<file path="src/rtl/irq_domain_pkg.sv">
package irq_domain_pkg;

  typedef enum logic [2:0] {
    MODE_OFF    = 3'd0,
    MODE_DETACH = 3'd1,
    MODE_RSV2   = 3'd2,
    MODE_RSV3   = 3'd3,
    MODE_RISE   = 3'd4,
    MODE_FALL   = 3'd5,
    MODE_HIGH   = 3'd6,
    MODE_LOW    = 3'd7
  } src_mode_e;

  localparam int unsigned CFG_BITS = 11;
  localparam int unsigned DLG_BIT  = 10;
  localparam int unsigned GIE_BIT  = 8;
  localparam int unsigned HART_LSB = 18;
  localparam int unsigned HART_W   = 14;

  localparam int unsigned OFS_DOMAIN = 32'h0000;
  localparam int unsigned OFS_CFG0   = 32'h0004;
  localparam int unsigned OFS_EN_SET = 32'h1EDC;
  localparam int unsigned OFS_EN_CLR = 32'h1FDC;
  localparam int unsigned OFS_TGT0   = 32'h3004;
  localparam int unsigned OFS_WIN0   = 32'h4000;
  localparam int unsigned WIN_CLAIM  = 32'h1C;

  function automatic logic [31:0] claim_word(input logic [9:0] num);
    return {6'b0, num, 16'b0};
  endfunction

endpackage

</file>
<file path="src/rtl/irq_src_slot.sv">
module irq_src_slot
  import irq_domain_pkg::*;
(
  input  logic                clk_i,
  input  logic                rst_ni,
  input  logic                gie_i,
  input  logic                line_i,
  input  logic                cfg_we_i,
  input  logic                tgt_we_i,
  input  logic [31:0]         wdata_i,
  input  logic                en_set_i,
  input  logic                en_clr_i,
  input  logic                claim_clr_i,
  output logic [CFG_BITS-1:0] cfg_o,
  output logic [31:0]         tgt_o,
  output logic                en_o,
  output logic                pend_o
);

  logic                line_s_q, line_p_q;
  logic [CFG_BITS-1:0] cfg_q;
  logic [31:0]         tgt_q;
  logic                en_q, pend_q, pend_d;
  logic                rise, fall, set_ev, clr_ev;
  src_mode_e           mode;

  assign mode = src_mode_e'(cfg_q[2:0]);
  assign rise = line_s_q & ~line_p_q;
  assign fall = ~line_s_q & line_p_q;

  always_comb begin
    set_ev = 1'b0;
    clr_ev = 1'b0;
    if (!cfg_q[DLG_BIT]) begin
      unique case (mode)
        MODE_RISE: begin set_ev = rise;      clr_ev = fall;      end
        MODE_FALL: begin set_ev = fall;      clr_ev = rise;      end
        MODE_HIGH: begin set_ev = line_s_q;  clr_ev = ~line_s_q; end
        MODE_LOW:  begin set_ev = ~line_s_q; clr_ev = line_s_q;  end
        default:   ;
      endcase
    end
  end

  // set outranks claim so a fresh event is never lost
  always_comb begin
    pend_d = pend_q;
    if (claim_clr_i || clr_ev) pend_d = 1'b0;
    if (set_ev && gie_i)       pend_d = 1'b1;
  end

  always_ff @(posedge clk_i or negedge rst_ni) begin
    if (!rst_ni) begin
      line_s_q <= 1'b0;
      line_p_q <= 1'b0;
      cfg_q    <= '0;
      tgt_q    <= '0;
      en_q     <= 1'b0;
      pend_q   <= 1'b0;
    end else begin
      line_s_q <= line_i;
      line_p_q <= line_s_q;
      if (cfg_we_i) cfg_q <= wdata_i[CFG_BITS-1:0];
      if (tgt_we_i) tgt_q <= wdata_i;
      if (en_set_i)      en_q <= 1'b1;
      else if (en_clr_i) en_q <= 1'b0;
      pend_q <= pend_d;
    end
  end

  assign cfg_o  = cfg_q;
  assign tgt_o  = tgt_q;
  assign en_o   = en_q;
  assign pend_o = pend_q;

endmodule

</file>
<file path="src/rtl/irq_first_pick.sv">
module irq_first_pick #(
  parameter int unsigned N     = 8,
  parameter int unsigned IDX_W = 4
) (
  input  logic [N-1:0]     cand_i,
  output logic             found_o,
  output logic [IDX_W-1:0] num_o
);

  // descending walk: the lowest index written last wins
  always_comb begin
    found_o = 1'b0;
    num_o   = '0;
    for (int i = N - 1; i >= 0; i--) begin
      if (cand_i[i]) begin
        found_o = 1'b1;
        num_o   = IDX_W'(i + 1);
      end
    end
  end

endmodule

</file>
<file path="src/rtl/irq_domain_ctrl.sv">
module irq_domain_ctrl
  import irq_domain_pkg::*;
#(
  parameter int unsigned NUM_SRC  = 8,
  parameter int unsigned NUM_HART = 2,
  parameter int unsigned ADDR_W   = 16
) (
  input  logic                clk_i,
  input  logic                rst_ni,
  input  logic                req_i,
  input  logic                we_i,
  input  logic [ADDR_W-1:0]   addr_i,
  input  logic [31:0]         wdata_i,
  output logic [31:0]         rdata_o,
  input  logic [NUM_SRC-1:0]  src_i,
  output logic [NUM_HART-1:0] irq_o
);

  localparam int unsigned SRC_W  = $clog2(NUM_SRC + 1);
  localparam int unsigned HIDX_W = (NUM_HART > 1) ? $clog2(NUM_HART) : 1;
  localparam int unsigned WIDX_W = ADDR_W - 2;

  localparam logic [ADDR_W-1:0] A_DOMAIN = ADDR_W'(OFS_DOMAIN);
  localparam logic [ADDR_W-1:0] A_CFG_LO = ADDR_W'(OFS_CFG0);
  localparam logic [ADDR_W-1:0] A_CFG_HI = ADDR_W'(OFS_CFG0 + 4 * (NUM_SRC - 1));
  localparam logic [ADDR_W-1:0] A_EN_SET = ADDR_W'(OFS_EN_SET);
  localparam logic [ADDR_W-1:0] A_EN_CLR = ADDR_W'(OFS_EN_CLR);
  localparam logic [ADDR_W-1:0] A_TGT_LO = ADDR_W'(OFS_TGT0);
  localparam logic [ADDR_W-1:0] A_TGT_HI = ADDR_W'(OFS_TGT0 + 4 * (NUM_SRC - 1));
  localparam logic [ADDR_W-1:0] A_WIN_LO = ADDR_W'(OFS_WIN0);
  localparam logic [ADDR_W-1:0] A_WIN_HI = ADDR_W'(OFS_WIN0 + 32 * NUM_HART - 1);

  // access decode
  logic              rd, wr, aligned;
  logic              hit_dom, hit_cfg, hit_tgt, hit_win, hit_claim;
  logic              hit_en_set, hit_en_clr;
  logic [WIDX_W-1:0] cfg_idx, tgt_idx;
  logic [ADDR_W-1:0] tgt_off, win_off;
  logic [HIDX_W-1:0] claim_hart;

  assign rd         = req_i & ~we_i;
  assign wr         = req_i & we_i;
  assign aligned    = (addr_i[1:0] == 2'b00);
  assign hit_dom    = aligned && (addr_i == A_DOMAIN);
  assign hit_cfg    = aligned && (addr_i >= A_CFG_LO) && (addr_i <= A_CFG_HI);
  assign hit_tgt    = aligned && (addr_i >= A_TGT_LO) && (addr_i <= A_TGT_HI);
  assign hit_win    = aligned && (addr_i >= A_WIN_LO) && (addr_i <= A_WIN_HI);
  assign hit_en_set = (addr_i == A_EN_SET);
  assign hit_en_clr = (addr_i == A_EN_CLR);
  assign cfg_idx    = addr_i[ADDR_W-1:2];
  assign tgt_off    = addr_i - ADDR_W'(OFS_TGT0 - 4);
  assign tgt_idx    = tgt_off[ADDR_W-1:2];
  assign win_off    = addr_i - A_WIN_LO;
  assign claim_hart = win_off[5 +: HIDX_W];
  assign hit_claim  = hit_win && (win_off[4:0] == 5'(WIN_CLAIM));

  logic gie_q;

  always_ff @(posedge clk_i or negedge rst_ni) begin
    if (!rst_ni)            gie_q <= 1'b0;
    else if (wr && hit_dom) gie_q <= wdata_i[GIE_BIT];
  end

  // per-source state
  logic [CFG_BITS-1:0] cfg_arr [NUM_SRC];
  logic [31:0]         tgt_arr [NUM_SRC];
  logic [NUM_SRC-1:0]  en_vec, pend_vec, claim_clr, dlg_vec, det_vec;
  logic [NUM_SRC-1:0]  route [NUM_HART];
  logic                pick_found [NUM_HART];
  logic [SRC_W-1:0]    pick_num   [NUM_HART];

  for (genvar k = 0; k < NUM_SRC; k++) begin : g_src
    logic cfg_we, tgt_we, en_set, en_clr;

    assign cfg_we = wr && hit_cfg && (cfg_idx == WIDX_W'(k + 1));
    assign tgt_we = wr && hit_tgt && (tgt_idx == WIDX_W'(k + 1));
    assign en_set = wr && hit_en_set && (wdata_i == 32'(k + 1));
    assign en_clr = wr && hit_en_clr && (wdata_i == 32'(k + 1));
    assign claim_clr[k] = rd && hit_claim && pick_found[claim_hart]
                          && (pick_num[claim_hart] == SRC_W'(k + 1));

    irq_src_slot u_slot (
      .clk_i       (clk_i),
      .rst_ni      (rst_ni),
      .gie_i       (gie_q),
      .line_i      (src_i[k]),
      .cfg_we_i    (cfg_we),
      .tgt_we_i    (tgt_we),
      .wdata_i     (wdata_i),
      .en_set_i    (en_set),
      .en_clr_i    (en_clr),
      .claim_clr_i (claim_clr[k]),
      .cfg_o       (cfg_arr[k]),
      .tgt_o       (tgt_arr[k]),
      .en_o        (en_vec[k]),
      .pend_o      (pend_vec[k])
    );

    assign dlg_vec[k] = cfg_arr[k][DLG_BIT];
    assign det_vec[k] = (cfg_arr[k][2:0] == MODE_DETACH);
  end

  // per-hart routing, claim pick and output
  for (genvar h = 0; h < NUM_HART; h++) begin : g_hart
    for (genvar k = 0; k < NUM_SRC; k++) begin : g_rt
      assign route[h][k] = (tgt_arr[k][HART_LSB +: HART_W] == HART_W'(h));
    end

    irq_first_pick #(
      .N     (NUM_SRC),
      .IDX_W (SRC_W)
    ) u_pick (
      .cand_i  (pend_vec & route[h]),
      .found_o (pick_found[h]),
      .num_o   (pick_num[h])
    );

    assign irq_o[h] = gie_q && |(en_vec & pend_vec & route[h]);
  end

  // read path
  logic [31:0] rd_val, rdata_q;

  always_comb begin
    rd_val = '0;
    if (hit_dom) begin
      rd_val[GIE_BIT] = gie_q;
    end else if (hit_cfg) begin
      for (int k = 0; k < NUM_SRC; k++)
        if (cfg_idx == WIDX_W'(k + 1)) rd_val = 32'(cfg_arr[k]);
    end else if (hit_tgt) begin
      for (int k = 0; k < NUM_SRC; k++)
        if (tgt_idx == WIDX_W'(k + 1)) rd_val = tgt_arr[k];
    end else if (hit_claim && pick_found[claim_hart]) begin
      rd_val = claim_word(10'(pick_num[claim_hart]));
    end
  end

  always_ff @(posedge clk_i or negedge rst_ni) begin
    if (!rst_ni)  rdata_q <= '0;
    else if (rd)  rdata_q <= rd_val;
  end

  assign rdata_o = rdata_q;

endmodule

</file>
<file path="config.mk">
export PLATFORM = sky130hd
export DESIGN_NAME = irq_domain_ctrl
export DESIGN_NICKNAME = d
export VERILOG_FILES = /design/src/rtl/irq_domain_pkg.sv /design/src/rtl/irq_src_slot.sv /design/src/rtl/irq_first_pick.sv /design/src/rtl/irq_domain_ctrl.sv
export SDC_FILE = /design/constraint.sdc
export NUM_CORES = 1
export LEC_CHECK = 0
export ABC_AREA = 1
export ABC_CLOCK_PERIOD_IN_PS = 3100
export BUFFER_PORTS_ARGS = -buffer_cell sky130_fd_sc_hd__clkbuf_2
export CAP_MARGIN = 20
export CORE_MARGIN = 2
export CORE_UTILIZATION = 47
export CTS_BUF_LIST = sky130_fd_sc_hd__clkbuf_4 sky130_fd_sc_hd__clkbuf_8 sky130_fd_sc_hd__clkbuf_16
export DETAILED_ROUTE_END_ITERATION = 6
export PLACE_DENSITY = 0.66
export SLEW_MARGIN = 20
export SYNTH_ARGS = -nofsm -noshare
export SYNTH_HDL_FRONTEND = slang
export SYNTH_HIERARCHICAL = 1
export SYNTH_SLANG_ARGS = --single-unit
</file>
<file path="constraint.sdc">
create_clock -name clk_i -period 3.1 [get_ports clk_i]
set_clock_uncertainty 0.2 [all_clocks]
set_input_delay 0.62 -clock clk_i [delete_from_list [all_inputs] [get_ports clk_i]]
set_output_delay 0.62 -clock clk_i [all_outputs]
set_load 0.1 [all_outputs]
</file>
==> flow_summary.ini <==
[synthesis]
synthAdderAreaFrac = 0
synth_area_um2 = 22100
ys_ff_latch = 409
yosys.area_share.xor_xnor = 0
synth_top_family_by_area = multiplexers
yosysWarningCount = 6
synth-simple-area-share = 0.207
synth_cell_type_count = 46
synthMuxAreaShare = 0.208
seq_area_frac_synth = 0.464
syn_inst = 2227
avgSynthCellArea_um2 = 9.92
syn_nets = 2287
synth-compound-area-share = 0.0437

[finish]
final_common_cell = nand2_1
finalCoreUtilization = 0.555
fin_nets = 2522
mostFrequentLayoutCells = nand2_1, dfrtp_1, mux2_4
area_delta_synth_final_pct = 16.8
final_layout_size_suffix_gt1_frac = 0.319

[setup_path]
crit_chain = nor4_4 > nand4_1 > nor2_2 > buf_6 > a22o_1 > nor2_1 > a21oi_2 > buf_12
critical-path-slowest-cell = dfrtp_2
worstSetupStartpointType = flop
worst-path-buf-inv = 2
r2r-start = g_src[0].u_slot/tgt_o[21]
reg2regPathDepth = 20
cp_max_fo = 3
path_delay_family = simple AND/OR/NAND/NOR gates
r2r_slack_ps = 0
cp-end-kind = primary output
max_stage_delay_ps = 440
criticalPathCategory = reg2out
required_ps = 2280
r2r-end = g_src[2].u_slot/pend_o
critPathArrivalTime_ps = 2560

[power]
power_density_nw_per_um2 = 432
fin_total_pwr_uw = 11100
leakage_uw = 0.0131
max-vdd-ir-drop_uv = 463

[cts]
cts_root_buffer = clkbuf_16
clockBufferDepth = 3
htree_levels = 2
clock_latency_ps = 580
numCtsBuffers = 44
path_clk_slew_ps = 60
cts.sinks = 409
cts_tree = built

[floorplan]
rows = 79
die_h_um = 221
die_area_um2 = 48700
dieWidth_um = 221
start_util = 0.475
boundaryPins = 94
core_um2 = 46500

[global_routing]
grt_overflow = 0
grt_max_degree = 72
antenna_found_initial = 1
grt_first_pass_wirelength_mm = 103
track_usage = 0.277
first_global_vias = 17391

[timing]
finalSetupViolations = 2
rsz0062_at_grt = true
hold_viol = 0
period_share = 1.09
worst_slack_ps = -276
slew_violations = 0
max_slew_margin = 0.440
min_period_ps = 3380
fmax_mhz = 296
tightest_slew_ps = 833

[worst_hold_path]
min_path_cells = 4
hold_start = we_i
hold_path_class = in2reg
worst_hold_path.endpoint = rdata_o[6]

[drt]
vias = 17221
drt_iter0_drc = 1558
drc = 0
wl_per_cell_um = 21.3
viasPerCell = 5.55
wl_mm = 66.0
ant_nets = 0
drt-pass1-iter-count = 5

[flow_run]
maxCapViolations = 0

[status]
violations = setup timing
status = complete, but fails checks

[placed_design]
place_congestion = 1.01
port_buffers = 93
pre_cts_slack_ps = -158
place_hpwl_mm = 46.5
-- where the power goes --
group | switching (uW) | leakage (uW) | internal (uW) | total [uW]
clock | 2210 | 0.000740 | 3120 | 5330
sequential | 10.8 | 0.00555 | 5350 | 5360
combinational | 344 | 0.00677 | 110 | 454
-- how the worst max path moves through the flow --
stage	start	to	cells after the start
detailed placement	g_src[0].u_slot/tgt_o[21]	g_src[2].u_slot/pend_o	19
global placement	g_src[4].u_slot/tgt_o[22]	g_src[7].u_slot/pend_o	15
finish	g_src[0].u_slot/tgt_o[21]	irq_o[1]	8
CTS	g_src[6].u_slot/tgt_o[28]	irq_o[1]	10
floorplan	g_src[0].u_slot/tgt_o[24]	irq_o[0]	6
global route	g_src[0].u_slot/tgt_o[21]	irq_o[1]	8
-- layout make-up --
type / count / area, um2
Fill cell: 4005 / 20700
Sequential cell: 409 / 10200
Antenna cell: 1 / 2.50
Inverter: 228 / 858
Clock buffer: 70 / 1410
Tap cell: 607 / 759
Multi-Input combinational cell: 1510 / 10400
Timing Repair Buffer: 269 / 2070
Clock inverter: 7 / 46.3
-- layer usage --
layer | track usage | part of all wire | vias up
met4 | 0.107 | 0.037 | 0
met2 | 0.446 | 0.47 | 637
met3 | 0.0405 | 0.063 | 146
met5 | 0 | 0 | -
li1 | - | - | 7816
met1 | 0.379 | 0.43 | 8622
-- sequential cells by signal, summed over array words and instances, names as in the netlist --
| signal | flops |
|---|---|
| g_src.u_slot/tgt_o | 256 |
| g_src.u_slot/cfg_o | 88 |
| rdata_o | 32 |
| g_src.u_slot/en_o | 8 |
| g_src.u_slot/line_p_q | 8 |
| g_src.u_slot/line_s_q | 8 |
| g_src.u_slot/pend_o | 8 |
| gie_q | 1 |
-- repair_timing --
item | CTS | global route
buffers inserted | 5 | 2
endpoints found under the setup margin | 10 | 13
endpoints found under the hold margin | 65 | 0
resized for setup | 21 | 29
pin swaps | 12 | 14
hold buffers | 9 | 0
-- cells by family after synthesis --
group                  after synthesis
and+or+nand+nor                   1011
DFF                                409
muxes                              328
buffers and inverters              308
AOI/OAI and AO/OA                  171
-- cell usage after synthesis (all sizes together) --
master | number | area [um2]
o21ai | 90 | 450
and2 | 3 | 18.8
nand4 | 69 | 447
nor4 | 26 | 163
or4 | 2 | 15.0
mux2 | 328 | 4590
o41ai | 1 | 8.76
clkinv | 4 | 15.0
clkbuf | 11 | 41.3
a22o | 1 | 8.76
dfrtp | 409 | 10200
nor3 | 25 | 156
or2 | 14 | 87.6
o31ai | 1 | 7.51
a21boi | 1 | 7.51
inv | 224 | 843
and3 | 3 | 18.8
a32oi | 15 | 131
o21bai | 13 | 97.6
a31oi | 1 | 6.26
buf | 69 | 806
nor3b | 4 | 30.0
nand3b | 4 | 30.0
nand3 | 101 | 510
nand2 | 586 | 2270
nor2 | 174 | 830
a21oi | 48 | 248
-- tightest hold or removal path, cell delays in order --
cell      delay [ps]
clkbuf_2          90
nor2_1            80
nand2_1           80
nand2_1           40
-- stage by stage --
stage	std cells	setup TNS [ps]	hold slack (ps)	area, um2
after detailed placement	3007	-751	216	24000
after global routing	3101	-1860	211	25800
final	3101	-532	180	25800
after global placement	3007	-503	214	24000
after floorplan	2227	0	124	22100
after CTS	3098	-623	161	25700
Note: power is estimated with default switching activity, not from simulation.
